==> config.mk <==
export PLATFORM = sky130hd
export DESIGN_NAME = irq_nest_stack
export DESIGN_NICKNAME = d
export VERILOG_FILES = /design/src/rtl/irq_nest_pkg.sv /design/src/rtl/match_bank.sv /design/src/rtl/class_select.sv /design/src/rtl/nest_stack.sv /design/src/rtl/irq_nest_stack.sv
export SDC_FILE = /design/constraint.sdc
export NUM_CORES = 1
export LEC_CHECK = 0
export ABC_AREA = 1
export BUFFER_PORTS_ARGS = -buffer_cell sky130_fd_sc_hd__buf_2
export CAP_MARGIN = 20
export CORE_MARGIN = 4
export CORE_UTILIZATION = 54
export CTS_CLUSTER_SIZE = 10
export DETAILED_ROUTE_END_ITERATION = 12
export HOLD_SLACK_MARGIN = 0.05
export MAX_ROUTING_LAYER = met4
export PLACE_DENSITY = 0.79
export SYNTH_ARGS = -nofsm -noshare
export SYNTH_HDL_FRONTEND = slang
export SYNTH_SLANG_ARGS = --single-unit
==> constraint.sdc <==
create_clock -name clk -period 2.2 [get_ports clk]
set_input_delay 0.44 -clock clk [delete_from_list [all_inputs] [get_ports clk]]
set_output_delay 0.44 -clock clk [all_outputs]
set_load 0.05 [all_outputs]
==> src/rtl/irq_nest_pkg.sv <==
// Shared types for the interrupt acknowledge nesting stack.
// Assumes three interrupt classes whose level code is the class index plus one.
package irq_nest_pkg;
    typedef enum logic [1:0] {
        LVL_NONE  = 2'b00,
        LVL_MODEM = 2'b01,
        LVL_TX    = 2'b10,
        LVL_RX    = 2'b11
    } lvl_t;

    localparam int NUM_CLASSES = 3;
endpackage

==> src/rtl/match_bank.sv <==
// Holds one host-programmable match code for each interrupt class and compares
// the low ADDR_W bits of every code with the acknowledge address.
// Assumes SEL_W is wide enough to select all classes; select values beyond the
// last class read zero and ignore writes.
module match_bank #(
    parameter int REG_W  = 8,
    parameter int ADDR_W = 7,
    parameter int NCLS   = 3,
    parameter int SEL_W  = 2
) (
    input  logic              clk,
    input  logic              rst_n,
    input  logic              wr_en,
    input  logic [SEL_W-1:0]  sel,
    input  logic [REG_W-1:0]  wdata,
    input  logic [ADDR_W-1:0] addr,
    output logic [REG_W-1:0]  rdata,
    output logic [NCLS-1:0]   hit
);
    logic [REG_W-1:0] code_q [NCLS];

    for (genvar g = 0; g < NCLS; g++) begin : g_code
        // Store the code when the host writes this class's slot.
        always_ff @(posedge clk) begin
            if (!rst_n) begin
                code_q[g] <= '0;
            end else if (wr_en && (sel == SEL_W'(g))) begin
                code_q[g] <= wdata;
            end
        end

        // Compare only the address-width part of the code.
        assign hit[g] = (code_q[g][ADDR_W-1:0] == addr);
    end

    // Return the selected code, or zero for an unused select value.
    always_comb begin
        rdata = '0;
        for (int i = 0; i < NCLS; i++) begin
            if (sel == SEL_W'(i)) begin
                rdata = code_q[i];
            end
        end
    end
endmodule

==> src/rtl/class_select.sv <==
// Chooses the acknowledged class from the classes that both match and are
// pending. A higher class index wins. Assumes a class's level code is its
// index plus one.
module class_select
    import irq_nest_pkg::*;
#(
    parameter int NCLS = 3
) (
    input  logic            ack,
    input  logic [NCLS-1:0] hit,
    input  logic [NCLS-1:0] pend,
    output logic            accept,
    output lvl_t            cls
);
    logic [NCLS-1:0] cand;

    assign cand = hit & pend;

    // Scan upward so the highest candidate index is the one that remains.
    always_comb begin
        cls = LVL_NONE;
        for (int i = 0; i < NCLS; i++) begin
            if (cand[i]) begin
                cls = lvl_t'(2'(i + 1));
            end
        end
    end

    assign accept = ack && (cls != LVL_NONE);
endmodule

==> src/rtl/nest_stack.sv <==
// A DEPTH-entry stack of interrupt levels, presented as a mirrored byte.
// Entry k puts its high bit on bit REG_W-1-k and its low bit on bit k, and
// the centre bits read zero. A push drops the oldest entry when the stack is
// full. A pop on an empty stack does nothing. A push and a pop in the same
// cycle replace the current entry. Assumes 2*DEPTH <= REG_W.
module nest_stack
    import irq_nest_pkg::*;
#(
    parameter int DEPTH = 3,
    parameter int REG_W = 8
) (
    input  logic             clk,
    input  logic             rst_n,
    input  logic             push,
    input  lvl_t             push_lvl,
    input  logic             pop,
    output logic [REG_W-1:0] stk_byte,
    output lvl_t             cur_lvl
);
    lvl_t lvl_q [DEPTH];
    logic busy;

    assign busy = (lvl_q[0] != LVL_NONE);

    // Update the entries on a push, a pop, or a push and pop together.
    always_ff @(posedge clk) begin
        if (!rst_n) begin
            for (int k = 0; k < DEPTH; k++) begin
                lvl_q[k] <= LVL_NONE;
            end
        end else if (push && pop && busy) begin
            lvl_q[0] <= push_lvl;
        end else if (push) begin
            lvl_q[0] <= push_lvl;
            for (int k = 1; k < DEPTH; k++) begin
                lvl_q[k] <= lvl_q[k-1];
            end
        end else if (pop && busy) begin
            for (int k = 0; k < DEPTH - 1; k++) begin
                lvl_q[k] <= lvl_q[k+1];
            end
            lvl_q[DEPTH-1] <= LVL_NONE;
        end
    end

    // Map the entries onto the mirrored byte; the centre bits stay zero.
    always_comb begin
        stk_byte = '0;
        for (int k = 0; k < DEPTH; k++) begin
            stk_byte[REG_W-1-k] = lvl_q[k][1];
            stk_byte[k]         = lvl_q[k][0];
        end
    end

    assign cur_lvl = lvl_q[0];
endmodule

==> src/rtl/irq_nest_stack.sv <==
// Top level of the interrupt acknowledge nesting stack. It decodes which class
// is acknowledged from the programmed match codes, pushes that level onto the
// nesting stack, pops the stack on end-of-interrupt writes, and registers a
// one-cycle pulse for each accepted acknowledge.
// Assumes the acknowledge and EOI inputs are already synchronous to clk.
module irq_nest_stack
    import irq_nest_pkg::*;
#(
    parameter int REG_W  = 8,
    parameter int ADDR_W = 7,
    parameter int DEPTH  = 3
) (
    input  logic                   clk,
    input  logic                   rst_n,
    input  logic                   cfg_wr,
    input  logic [1:0]             cfg_sel,
    input  logic [REG_W-1:0]       cfg_wdata,
    output logic [REG_W-1:0]       cfg_rdata,
    input  logic                   ack_req,
    input  logic [ADDR_W-1:0]      ack_addr,
    input  logic [NUM_CLASSES-1:0] pend,
    input  logic                   eoi_wr,
    output logic [REG_W-1:0]       stack_byte,
    output logic                   in_service,
    output logic                   ack_pulse,
    output logic [1:0]             ack_class
);
    localparam int SEL_W = $clog2(NUM_CLASSES + 1);

    logic [NUM_CLASSES-1:0] hit;
    logic                   accept;
    lvl_t                   sel_lvl;
    lvl_t                   cur_lvl;

    match_bank #(
        .REG_W  (REG_W),
        .ADDR_W (ADDR_W),
        .NCLS   (NUM_CLASSES),
        .SEL_W  (SEL_W)
    ) u_match (
        .clk   (clk),
        .rst_n (rst_n),
        .wr_en (cfg_wr),
        .sel   (cfg_sel),
        .wdata (cfg_wdata),
        .addr  (ack_addr),
        .rdata (cfg_rdata),
        .hit   (hit)
    );

    class_select #(
        .NCLS (NUM_CLASSES)
    ) u_sel (
        .ack    (ack_req),
        .hit    (hit),
        .pend   (pend),
        .accept (accept),
        .cls    (sel_lvl)
    );

    nest_stack #(
        .DEPTH (DEPTH),
        .REG_W (REG_W)
    ) u_stack (
        .clk      (clk),
        .rst_n    (rst_n),
        .push     (accept),
        .push_lvl (sel_lvl),
        .pop      (eoi_wr),
        .stk_byte (stack_byte),
        .cur_lvl  (cur_lvl)
    );

    // Register the acknowledge pulse and its class so they line up with the stack.
    always_ff @(posedge clk) begin
        if (!rst_n) begin
            ack_pulse <= 1'b0;
            ack_class <= 2'b00;
        end else begin
            ack_pulse <= accept;
            ack_class <= accept ? sel_lvl : LVL_NONE;
        end
    end

    assign in_service = (cur_lvl != LVL_NONE);
endmodule

### Word level (Yosys, flattened, before mapping)

Memories as Yosys holds them, arrays and structs flattened.
Index checks and enable logic that the tools add are counted.

* flip-flop bits (word level): 3
* latch bits: 0
* bits in writable memories: 30
* bits in read-only memories: 0
* input port bits: 25
* output and inout port bits: 20
* word-level logic and storage cells: 69
* memories: 2

* $add $sub $neg: 0
* $mul: 0
* div/mod/pow operators: 0
* order comparisons: 0
* equality and inequality tests: 5
* shift operators: 0
* mux-type cells: 38
* bitwise gates (word level): 11
* reductions and logical operators: 11

Memory list
* u_match.code_q: depth 3, width 8, rd ports 3, clocked after Yosys merged registers in 0, write ports 3, RTL line match_bank.sv:20 `logic [REG_W-1:0] code_q [NCLS];`
* u_stack.lvl_q: depth 3, width 2, rd ports 3, clocked after Yosys merged registers in 0, write ports 3, RTL line nest_stack.sv:20 `lvl_t lvl_q [DEPTH];`

Operators with widths (count)
* $mux W8: 6
* $mux W1: 23
* $eq A7 B7 Y1: 3
* $mux W2: 9
* $or A1 B1 Y1: 10
* $logic_and A1 B1 Y1: 7
* $reduce_bool A2 Y1: 2
* $and A3 B3 Y3: 1
* $eq A2 B1 Y1 const B: 1
* $eq A2 B2 Y1 const B: 1
* $logic_not A2 Y1: 1
* $reduce_and A2 Y1: 1

### Logic depth before layout (Yosys ltp)

Gate-level depths: netlist of the first run.
An unclocked memory read counts as a cell.

* depth after elaboration: 16
* depth in mapped cells: 11
* gate-level depth less buffers: 11

### Modules after synthesis

Synthesis of the first run repeated with hierarchy kept, for this count alone.

* cell total of the unflattened synthesis: 250
* area, all modules: 1924.3 um2

By module, submodules not included
* match_bank: times used 1, cells an instance 192, area an instance 1456.4 um2, seq. area each 720.7 um2
* nest_stack: times used 1, cells an instance 39, area an instance 335.3 um2, seq. area each 180.2 um2
* irq_nest_stack: times used 1, cells an instance 10, area an instance 88.8 um2, seq. area each 60.1 um2
* class_select: times used 1, cells an instance 9, area an instance 43.8 um2, seq. area each 0.0 um2

### Worst setup path after synthesis of the first run

Ideal clock, no wire load.

* path kind: input to output
* start point: in cfg_sel[1]
* end point: out cfg_rdata[0]
* arrival: 1.546 ns
* data required time: 1.760 ns
* setup slack: 0.214 ns
* stages on the path: 3
* path buffers: 0
* cell sequence: nor2_1 inv_1 o221ai_1

* longest elaborated chain between the ends: 4
* elaborated cells on any way between the ends: 6
* those cells by class: eq/ne (2); mux (3); reduce/logical (1)

RTL lines
* start, declared: RTL line irq_nest_stack.sv:16 `input logic [1:0] cfg_sel,`
* $logic_not A2 Y1: RTL line match_bank.sv:40 `if (sel == SEL_W'(i)) begin`
* $mux W8 (2 in a row): RTL line match_bank.sv:40
* $mux W8 (*): RTL line match_bank.sv:40
* end, declared: RTL line irq_nest_stack.sv:18 `output logic [REG_W-1:0] cfg_rdata,`

Every way passes the cells marked *; elsewhere a longest branch is shown, timed or not.

### Final worst setup path of the first run

* start point: in cfg_sel[0]
* end point: out cfg_rdata[3]

Same word-level chain as after synthesis.

==> run metrics, run 1 <==
status=complete, no violations; Via Count=~1700; cell-internal power=a little under 1 mW; DP HPWL=between 3000 and 4000 µm; XOR/XNOR Fraction of Synth Area=0.01721; VDD IR max=about 0.6 mV; Seq cells post-synth=33; crit path max fanout=8; Synth Instances=approximately 260; Compound-Gate Fraction of Synth Area=0.05163; worst skew pair latency=between 300 and 400 ps; area share of the leading cell type in the synthesized netlist=0.4589; crit end category=output pin; leading area contributor after synthesis=edfxtp_1; setup TNS=0 ps; CTS Buf Count=5; final wirelength=between 4000 and 5000 µm; top layer in use=met4; vias in the first global route=roughly 1500; initial antenna violation count=0; min-delay worst type=primary input to flop; main combinational cell family by area after synthesis=simple AND/OR/NAND/NOR gates; Setup Skew=4.327 ps; post-synthesis sequential area ratio=0.4895; Leak=between 1 and 1.5 nW; Synth area leaders=edfxtp_1 (46%), nand2_1 (15%), inv_1 (7.8%); sequential power share=0.530; Psw=between 0.4 and 0.5 mW; antenna-violating nets left=0; CTS sink count=33; metal2 WL=between 2000 and 2500 µm; GRT Resource Usage Total=0.2035; combinational share of power=0.227; crit path launch type=primary input; Slew Viols, Final=0; DR pass1 iterations=5; core area=around 0.0034 mm²; simple-gate share of the synthesized area=0.3308; Final Hold Viols=0; Via-to-Cell Ratio=approximately 5; Port Buffers=between 40 and 50; DR iter-0 viols=between 100 and 150; Worst-path clk slew=about 100 ps; largest net degree at the start of global routing=15; Post-Synth Adder-Cell Area=0; Post-synth top cells=nand2_1 (79), inv_1 (41), nor2_1 (40); met3 WL=between 200 and 300 µm; switching share of power=0.3139; count leader, synth=nand2_1; Post-CTS Hold Fix Bufs=0; Post-Syn Area=0.001963 mm²; fraction of layout cells with a size suffix above 1=0.2393; FFs w/ async S/R, synth=0; Root Driver=clkbuf_4; Synth Flop Type=edfxtp_1; CTS tree=built; pwr/cell area=around 620 mW/mm²; Post-synth EDFFs=30; clock period minus final worst setup slack=approximately 1900 ps; FP Rows=21; post-synth cell types=26; final count of negative-setup-slack endpoints=0; RePlAce Congestion=between 0.8 and 0.9; clock share of power=0.243; mean post-synth cell area=~7.7 µm²; GR Overflow Total=0; Ports=45; Setup Fix Bufs, Post-CTS=0; Residual DRC=0; H-Tree Depth=2; fmax=about 530 MHz; first-pass GRT wire length=approximately 6500 µm; Clock Tree Buf Depth=2; DIE HEIGHT=about 68 µm; initial core utilization=0.5747; Metal-1 WL=between 1500 and 2000 µm; antenna diode count=0; area grow syn2layout=16.44%; Req. time, crit path=around 1800 ps; Worst Path Arrival=roughly 1400 ps; number of gates resized after CTS=0; WS Path Type=primary input to output pin; Final nets=329; die width=68.30 µm; RSZ-0062 raised after global routing=false; Total Power=~1.4 mW; Ys Warns=0; Final period util=0.8518; die area=~0.0047 mm²; multiplexer share of the synthesized area=0; max-cap check violation count=0; average wire per standard cell=12.08 µm
-- sequential cells by signal, summed over array words and instances, names as in the netlist --
| signal | flops |
|---|---|
| u_match.code_q | 24 |
| u_stack.lvl_q | 6 |
| ack_class | 2 |
| ack_pulse | 1 |
-- critical path, cell delays in order --
cell and delay (ps):
buf_2 120, nor2_1 170, inv_1 180, o221ai_1 220, buf_2 310
-- metal layers --
layer	global-route usage	up-vias
li1	-	896
met5	-	-
met3	0.04762	7
met2	0.3225	57
met4	0.07692	0
met1	0.2529	750
-- logic make-up after synthesis --
kind of cell / Yosys count
buffers and inverters: 53
AND/OR/NAND/NOR: 151
XOR/XNOR: 3
other: 1
AO/OA/AOI/OAI: 14
flip-flops: 33
-- cell type report --
| type | instances | area (µm²) |
|---|---|---|
| inverter | 49 | 183.9 |
| tap | 46 | 57.56 |
| clock buffer | 8 | 58.81 |
| timing repair buffer | 45 | 232.7 |
| fill | 292 | 1130 |
| sequential | 33 | 960.9 |
| multi-input combinational | 170 | 792.0 |
-- cells in the final DEF (no fill, tap or decap), types with 2 or more instances in the layout --
cell,instances
buf_2,42
buf_4,3
clkbuf_1,2
clkbuf_4,5
conb_1,2
dfxtp_1,3
edfxtp_1,30
inv_1,41
inv_2,7
nand2_1,79
nand2_2,5
nand3_1,14
nand4_1,4
nor2_1,40
nor2_2,5
o21ai_0,4
o221ai_1,7
xnor2_1,2
-- per-stage QoR --
stage	worst slack (ps)	area, µm²	hold WS, ps	utilization	instances
6_report	326.1	2286	423.2	0.6692	351
5_1_grt	207.5	2286	428.1	0.6692	351
4_1_cts	344.1	2286	417.8	0.6692	351
3_5_place_dp	341.7	2227	574.7	0.6520	343
3_3_place_gp	355.2	2227	552.5	0.6520	343
2_1_floorplan	214.4	1967	584.5	-	256
-- path summary, 6_finish.rpt --
path	end	start	slack (ps)	depth (start not counted)
max	cfg_rdata[3]	cfg_sel[0]	330	5
min	u_match.code_q[2][4]	cfg_wdata[4]	420	3
max reg2reg	u_stack.lvl_q[0][3]	u_match.code_q[0][4]	540	10
min reg2reg	u_stack.lvl_q[0][3]	u_stack.lvl_q[0][5]	590	2
-- power by group through the flow --
stage	registers (mW)	clock network (mW)	logic, mW
3_3_place_gp	0.768	0	0.319
6_report	0.755	0.346	0.322
4_1_cts	0.755	0.351	0.323
5_1_grt	0.760	0.383	0.352
3_5_place_dp	0.769	0	0.323
2_1_floorplan	0.787	0	0.211
(Power assumes the default switching activity.)
==> inputs of run 2 (changes only) <==
==> constraint.sdc (replaced) <==
create_clock -name clk -period 2.2 [get_ports clk]
set_input_delay 0.44 -clock clk [delete_from_list [all_inputs] [get_ports clk]]
set_output_delay 0.44 -clock clk [all_outputs]
set_load 0.1 [all_outputs]
==> run 2 against run 1 <==
Clock skew rose by 6.0 ps. Largest power group unchanged. Clock power decreased by 9.8%. Highest routed layer unchanged. Non-clock buffer count rose by 1. Critical path type unchanged.
==> run metrics, run 2 (synthesis results as in run 1) <==
status=complete, no violations (unchanged); DR pass1 iterations=4 (was 5); Via-to-Cell Ratio=4.923 (was 4.872); setup ws final=252.0 ps (was 326.1 ps); crit path max fanout=8 (unchanged); initial core utilization=0.5747 (unchanged); clock period minus final worst setup slack=1948 ps (was 1874 ps); Final Hold Viols=0 (unchanged); antenna diode count=0 (unchanged); Min-Delay Startpoint=cfg_wdata[4] (unchanged); fmax=513.4 MHz (was 533.6 MHz); average wire per standard cell=12.11 µm (was 12.08 µm); CTS Buf Count=5 (unchanged); Via Count=1733 (was 1710); VDD IR max=0.4544 mV (was 0.5859 mV); Worst path max stage delay=350 ps (was 310 ps); final count of negative-setup-slack endpoints=0 (unchanged); H-Tree Depth=2 (unchanged); Final period util=0.8854 (was 0.8518); most common cell after layout, fill and taps aside=nand2_1 (unchanged); final wirelength=4262 µm (was 4239 µm); Biggest register=u_match.code_q (unchanged); FP Rows=21 (unchanged); Root Driver=clkbuf_4 (unchanged); Slew Viols, Final=0 (unchanged); max-cap check violation count=0 (unchanged); crit end category=output pin (unchanged); fin cells=352 (was 351); pwr/cell area=640.5 mW/mm² (was 622.5 mW/mm²); die area=0.004664 mm² (unchanged); area taken by multi-input logic gates=804.5 µm² (was 792.0 µm²); Min Hold Slack=441.9 ps (was 423.2 ps); RSZ-0062 raised after global routing=false (unchanged); first-pass GRT wire length=6879 µm (was 6527 µm); WS Path Type=primary input to output pin (unchanged); most frequent cells in the layout=nand2_1 (78), inv_1 (41), nor2_1 (39) (was nand2_1 (79), buf_2 (42), inv_1 (41)); Total Power=1.549 mW (was 1.423 mW); area grow syn2layout=23.20% (was 16.44%); CTS tree=built (unchanged); DIE HEIGHT=68.30 µm (unchanged); min-delay worst type=primary input to flop (unchanged); DR iter-0 viols=114 (was 127); antenna-violating nets left=0 (unchanged); DP HPWL=3475 µm (was 3395 µm); vias in the first global route=1561 (was 1468); max FFs per register=24 (unchanged); Worst Path Arrival=1510 ps (was 1430 ps); CTS sink count=33 (unchanged); Setup Fix Bufs, Post-CTS=0 (unchanged); GR Overflow Total=0 (unchanged); Setup Skew=10.32 ps (was 4.327 ps); Port Buffers=42 (unchanged); die width=68.30 µm (unchanged); Req. time, crit path=1760 ps (about the same); Critical R2R Launch=u_match.code_q[1][0] (was u_match.code_q[0][4]); Worst-path clk slew=100 ps (about the same); final core utilization=0.7081 (was 0.6692); Final nets=330 (was 329); Post-Place Cells=344 (was 343); crit path launch type=primary input (unchanged); fraction of layout cells with a size suffix above 1=0.2516 (was 0.2393); Crit-path slowest cell=o221ai_1 (was buf_2); Residual DRC=0 (unchanged); initial antenna violation count=0 (unchanged); cell family with most CP delay=buffers and inverters (unchanged); Leak=1.249 nW (was 1.211 nW); Reg area=960.9 µm² (unchanged); critical-path cell list=buf_2 -> nor2_1 -> inv_1 -> o221ai_1 -> buf_12 (was buf_2 -> nor2_1 -> inv_1 -> o221ai_1 -> buf_2); number of gates resized after CTS=0 (unchanged); worst skew pair latency=320 ps (was 330 ps); GRT Resource Usage Total=0.2089 (was 0.2035); Post-CTS Hold Fix Bufs=0 (unchanged); Clock Tree Buf Depth=2 (unchanged); fillers=286 (was 292); setup slack at placement=281.7 ps (was 341.7 ps); largest net degree at the start of global routing=15 (unchanged); core area=0.003416 mm² (unchanged); Setup crit start=cfg_sel[0] (unchanged); Ports=45 (unchanged); biggest regs=u_match.code_q x24, u_stack.lvl_q x6, ack_class x2 (unchanged); CP bufs+invs=3 (unchanged); RePlAce Congestion=0.8431 (was 0.8657)
[run 2: cell types whose count changed in the layout (fill, tap and decap cells not counted)]
cell	before	now
nand2_2	5	6
nor2_1	40	39
buf_2	42	34
nand2_1	79	78
buf_4	3	4
or2_4	0	1
clkbuf_8	1	0
clkinv_2	0	2
clkbuf_1	2	1
nor2_4	0	1
buf_12	0	8
or2_2	1	0
[run 2: area by class of cell]
class / instances / area share
Clock buffer: 6 / 0.01707
Tap cell: 46 / 0.02380
Timing Repair Buffer: 46 / 0.1490
Inverter: 49 / 0.07605
Clock inverter: 2 / 0.004139
Multi-Input combinational cell: 170 / 0.3326
Sequential cell: 33 / 0.3973
[run 2: metrics by stage]
stage                     cell area (µm²)  setup TNS, ps
final                                2419              0
after global routing                 2419              0
after CTS                            2419              0
after detailed placement             2367              0
after global placement               2367              0
after floorplan                      1979          -3612
[run 2: power breakdown]
part / total, mW / internal [mW] / switching [mW] / leakage (nW)
Clock: 0.312 / 0.122 / 0.190 / 0.0320
Combinational: 0.482 / 0.139 / 0.343 / 0.894
Sequential: 0.755 / 0.727 / 0.0276 / 0.324
[run 2: layer usage]
metal	wire length (µm)	global-route usage	part of all wire
met1	1901	0.2770	0.45
met5	0	-	0
met3	299	0.04433	0.070
met2	2020	0.3201	0.47
met4	40	0.06700	0.0094
[run 2: final timing paths]
path                                to  slack, ps  depth (start not counted)
setup reg to reg   u_stack.lvl_q[0][2]        540                         10
hold / removal    u_match.code_q[2][4]        440                          3
setup / recovery          cfg_rdata[3]        250                          5
hold reg to reg    u_stack.lvl_q[0][2]        600                          2
[run 2: tightest hold or removal path: stages]
cell and delay (ps):
buf_2 70, inv_1 50, nor2_1 90
==> inputs of run 3 (changes only) <==
--- a/config.mk
+++ b/config.mk
@@ -12,6 +12,7 @@
 export CORE_UTILIZATION = 54
 export CTS_CLUSTER_SIZE = 10
 export DETAILED_ROUTE_END_ITERATION = 12
+export GPL_TIMING_DRIVEN = 0
 export HOLD_SLACK_MARGIN = 0.05
 export MAX_ROUTING_LAYER = met4
 export PLACE_DENSITY = 0.79
==> run 3 against run 2 <==
Hold slack got worse by 14 ps. Clock skew barely moved. Global-route usage fell by 0.31 points. Design area fell by 4.8%. Total power fell by 3.3%. Via count fell by 2.7%. Utilization fell by 3.4 points. Setup slack got worse by 120 ps. Sequential share of layout area rose by 2.0 points. First-iteration DRC count rose by 41%. Critical path type unchanged.
==> run metrics, run 3 (synthesis results as in run 1) <==
fraction of layout cells with a size suffix above 1=0.2443 (was 0.2516); antenna-violating nets left=0 (unchanged); max-cap check violation count=0 (unchanged); RSZ-0062 raised after global routing=false (unchanged); FP Rows=21 (unchanged); combinational share of power=0.286 (was 0.311); Biggest register=u_match.code_q (unchanged); Slew @ Worst Pin=approximately 800 ps; status=complete, no violations (unchanged); Crit-path slowest cell=buf_2 (was o221ai_1); sequential power share=0.504 (was 0.487); most frequent cells in the layout=nand2_1 (78), buf_2 (42), inv_1 (41) (was nand2_1 (78), inv_1 (41), nor2_1 (39)); worst skew pair latency=330 ps (was 320 ps); die area=0.004664 mm² (unchanged); final count of negative-setup-slack endpoints=0 (unchanged); antenna diode count=0 (unchanged); met3 WL=317 µm (was 299 µm); Final period util=0.9381 (was 0.8854); Clock Tree Buf Depth=2 (unchanged); pwr/cell area=650.5 mW/mm² (was 640.5 mW/mm²); switching share of power=0.3661 (was 0.3622); R2R Setup Slk=530 ps (was 540 ps); H-Tree Depth=2 (unchanged); GR Overflow Total=0 (unchanged); clock period minus final worst setup slack=2064 ps (was 1948 ps); Via-to-Cell Ratio=4.776 (was 4.923); Final nets=331 (was 330); Metal-1 WL=1922 µm (was 1901 µm); average wire per standard cell=12.07 µm (was 12.11 µm); area taken by multi-input logic gates=804.5 µm² (unchanged); RePlAce Congestion=0.8336 (was 0.8431); Via Count=1686 (was 1733); CTS tree=built (unchanged); Residual DRC=0 (unchanged); min-delay worst type=primary input to flop (unchanged); Worst Path Arrival=1620 ps (was 1510 ps); biggest regs=u_match.code_q x24, u_stack.lvl_q x6, ack_class x2 (unchanged); Slew Viols, Final=0 (unchanged); core area=0.003416 mm² (unchanged); VDD IR max=0.5579 mV (was 0.4544 mV); Setup Skew=9.874 ps (was 10.32 ps); DR iter-0 viols=161 (was 114); number of gates resized after CTS=0 (unchanged); final core utilization=0.6744 (was 0.7081); Req. time, crit path=1760 ps (about the same); largest net degree at the start of global routing=11 (was 15); crit path max fanout=9 (was 8); WS Path Type=primary input to output pin (unchanged); die width=68.30 µm (unchanged); metal2 WL=1967 µm (was 2020 µm); DIE HEIGHT=68.30 µm (unchanged); Worst path max stage delay=470 ps (was 350 ps); first-pass GRT wire length=6734 µm (was 6879 µm); CTS sink count=33 (unchanged); Worst-path clk slew=100 ps (about the same); Post-CTS Hold Fix Bufs=0 (unchanged); fillers=310 (was 286); most common cell after layout, fill and taps aside=nand2_1 (unchanged); GRT Resource Usage Total=0.2058 (was 0.2089); Ports=45 (unchanged); Final Hold Viols=0 (unchanged); Max-Slew Margin vs Limit=0.4471; DP HPWL=3340 µm (was 3475 µm); crit end category=output pin (unchanged); initial antenna violation count=0 (unchanged); Reg area=960.9 µm² (unchanged); cell-internal power=0.9500 mW (was 0.9880 mW); critical-path cell list=buf_2 -> inv_1 -> nand2_1 -> o221ai_1 -> buf_2 (was buf_2 -> nor2_1 -> inv_1 -> o221ai_1 -> buf_12); setup TNS=0 ps (unchanged); initial core utilization=0.5747 (unchanged); max FFs per register=24 (unchanged); DR pass1 iterations=4 (unchanged); vias in the first global route=1531 (was 1561); clock share of power=0.210 (was 0.201); final wirelength=4261 µm (was 4262 µm); Setup Fix Bufs, Post-CTS=0 (unchanged); area grow syn2layout=17.34% (was 23.20%); fmax=484.5 MHz (was 513.4 MHz); most used cell, CP=buf_2; top layer in use=met4 (unchanged); CTS Buf Count=5 (unchanged); Psw=0.5485 mW (was 0.5611 mW); Port Buffers=41 (was 42); Root Driver=clkbuf_4 (unchanged); crit path launch type=primary input (unchanged); Leak=1.214 nW (was 1.249 nW)
run 3: cell count changes in the layout (fill, tap and decap cells not counted):
| cell | delta |
|---|---|
| clkbuf_1 | +3 |
| buf_4 | -1 |
| buf_12 | -8 |
| buf_6 | +1 |
| clkinv_2 | -2 |
| buf_2 | +8 |
run 3: worst paths after layout:
| path | start | endpoint | cells after the start |
|---|---|---|---|
| setup reg to reg | u_match.code_q[0][4] | u_stack.lvl_q[0][5] | 10 |
| setup / recovery | cfg_sel[1] | cfg_rdata[3] | 5 |
| hold / removal | cfg_wdata[7] | u_match.code_q[0][7] | 3 |
| hold reg to reg | u_stack.lvl_q[0][4] | u_stack.lvl_q[0][2] | 2 |
run 3: power by group through the flow:
stage	sequential [mW]	clock, mW	combinational [mW]
final	0.755	0.315	0.428
after global routing	0.760	0.359	0.458
after CTS	0.755	0.315	0.428
after detailed placement	0.769	0	0.427
after global placement	0.768	0	0.422
after floorplan	0.816	0	0.286
run 3: final cells by class:
type | count | share of cell area
multi-input combinational | 170 | 0.3493
clock buffer | 8 | 0.02118
sequential | 33 | 0.4172
timing repair buffer | 43 | 0.09451
tap | 46 | 0.02499
buffer | 4 | 0.01304
inverter | 49 | 0.07985
run 3: metrics by stage:
step	cell area, µm²	setup WS, ps	std cells	hold slack (ps)	power (mW)
after floorplan	1979	-515.9	256	584.5	1.102
after global placement	2242	-148.4	343	558.0	1.190
after detailed placement	2255	28.91	345	563.2	1.196
after CTS	2303	150.9	353	429.1	1.498
after global routing	2303	49.56	353	429.5	1.577
final	2303	136.2	353	427.7	1.498
run 3: layer usage:
metal  vias to the layer above  track usage
met1                       722       0.2678
li1                        902            -
met4                         0      0.06700
met3                         7      0.04598
met2                        55       0.3189
met5                         -            -
run 3: worst max-delay path, delay by kind of cell:
family                 cells  cell delay, ps
buffers and inverters      3             640
and+or+nand+nor            1             230
AOI/OAI and AO/OA          1             300
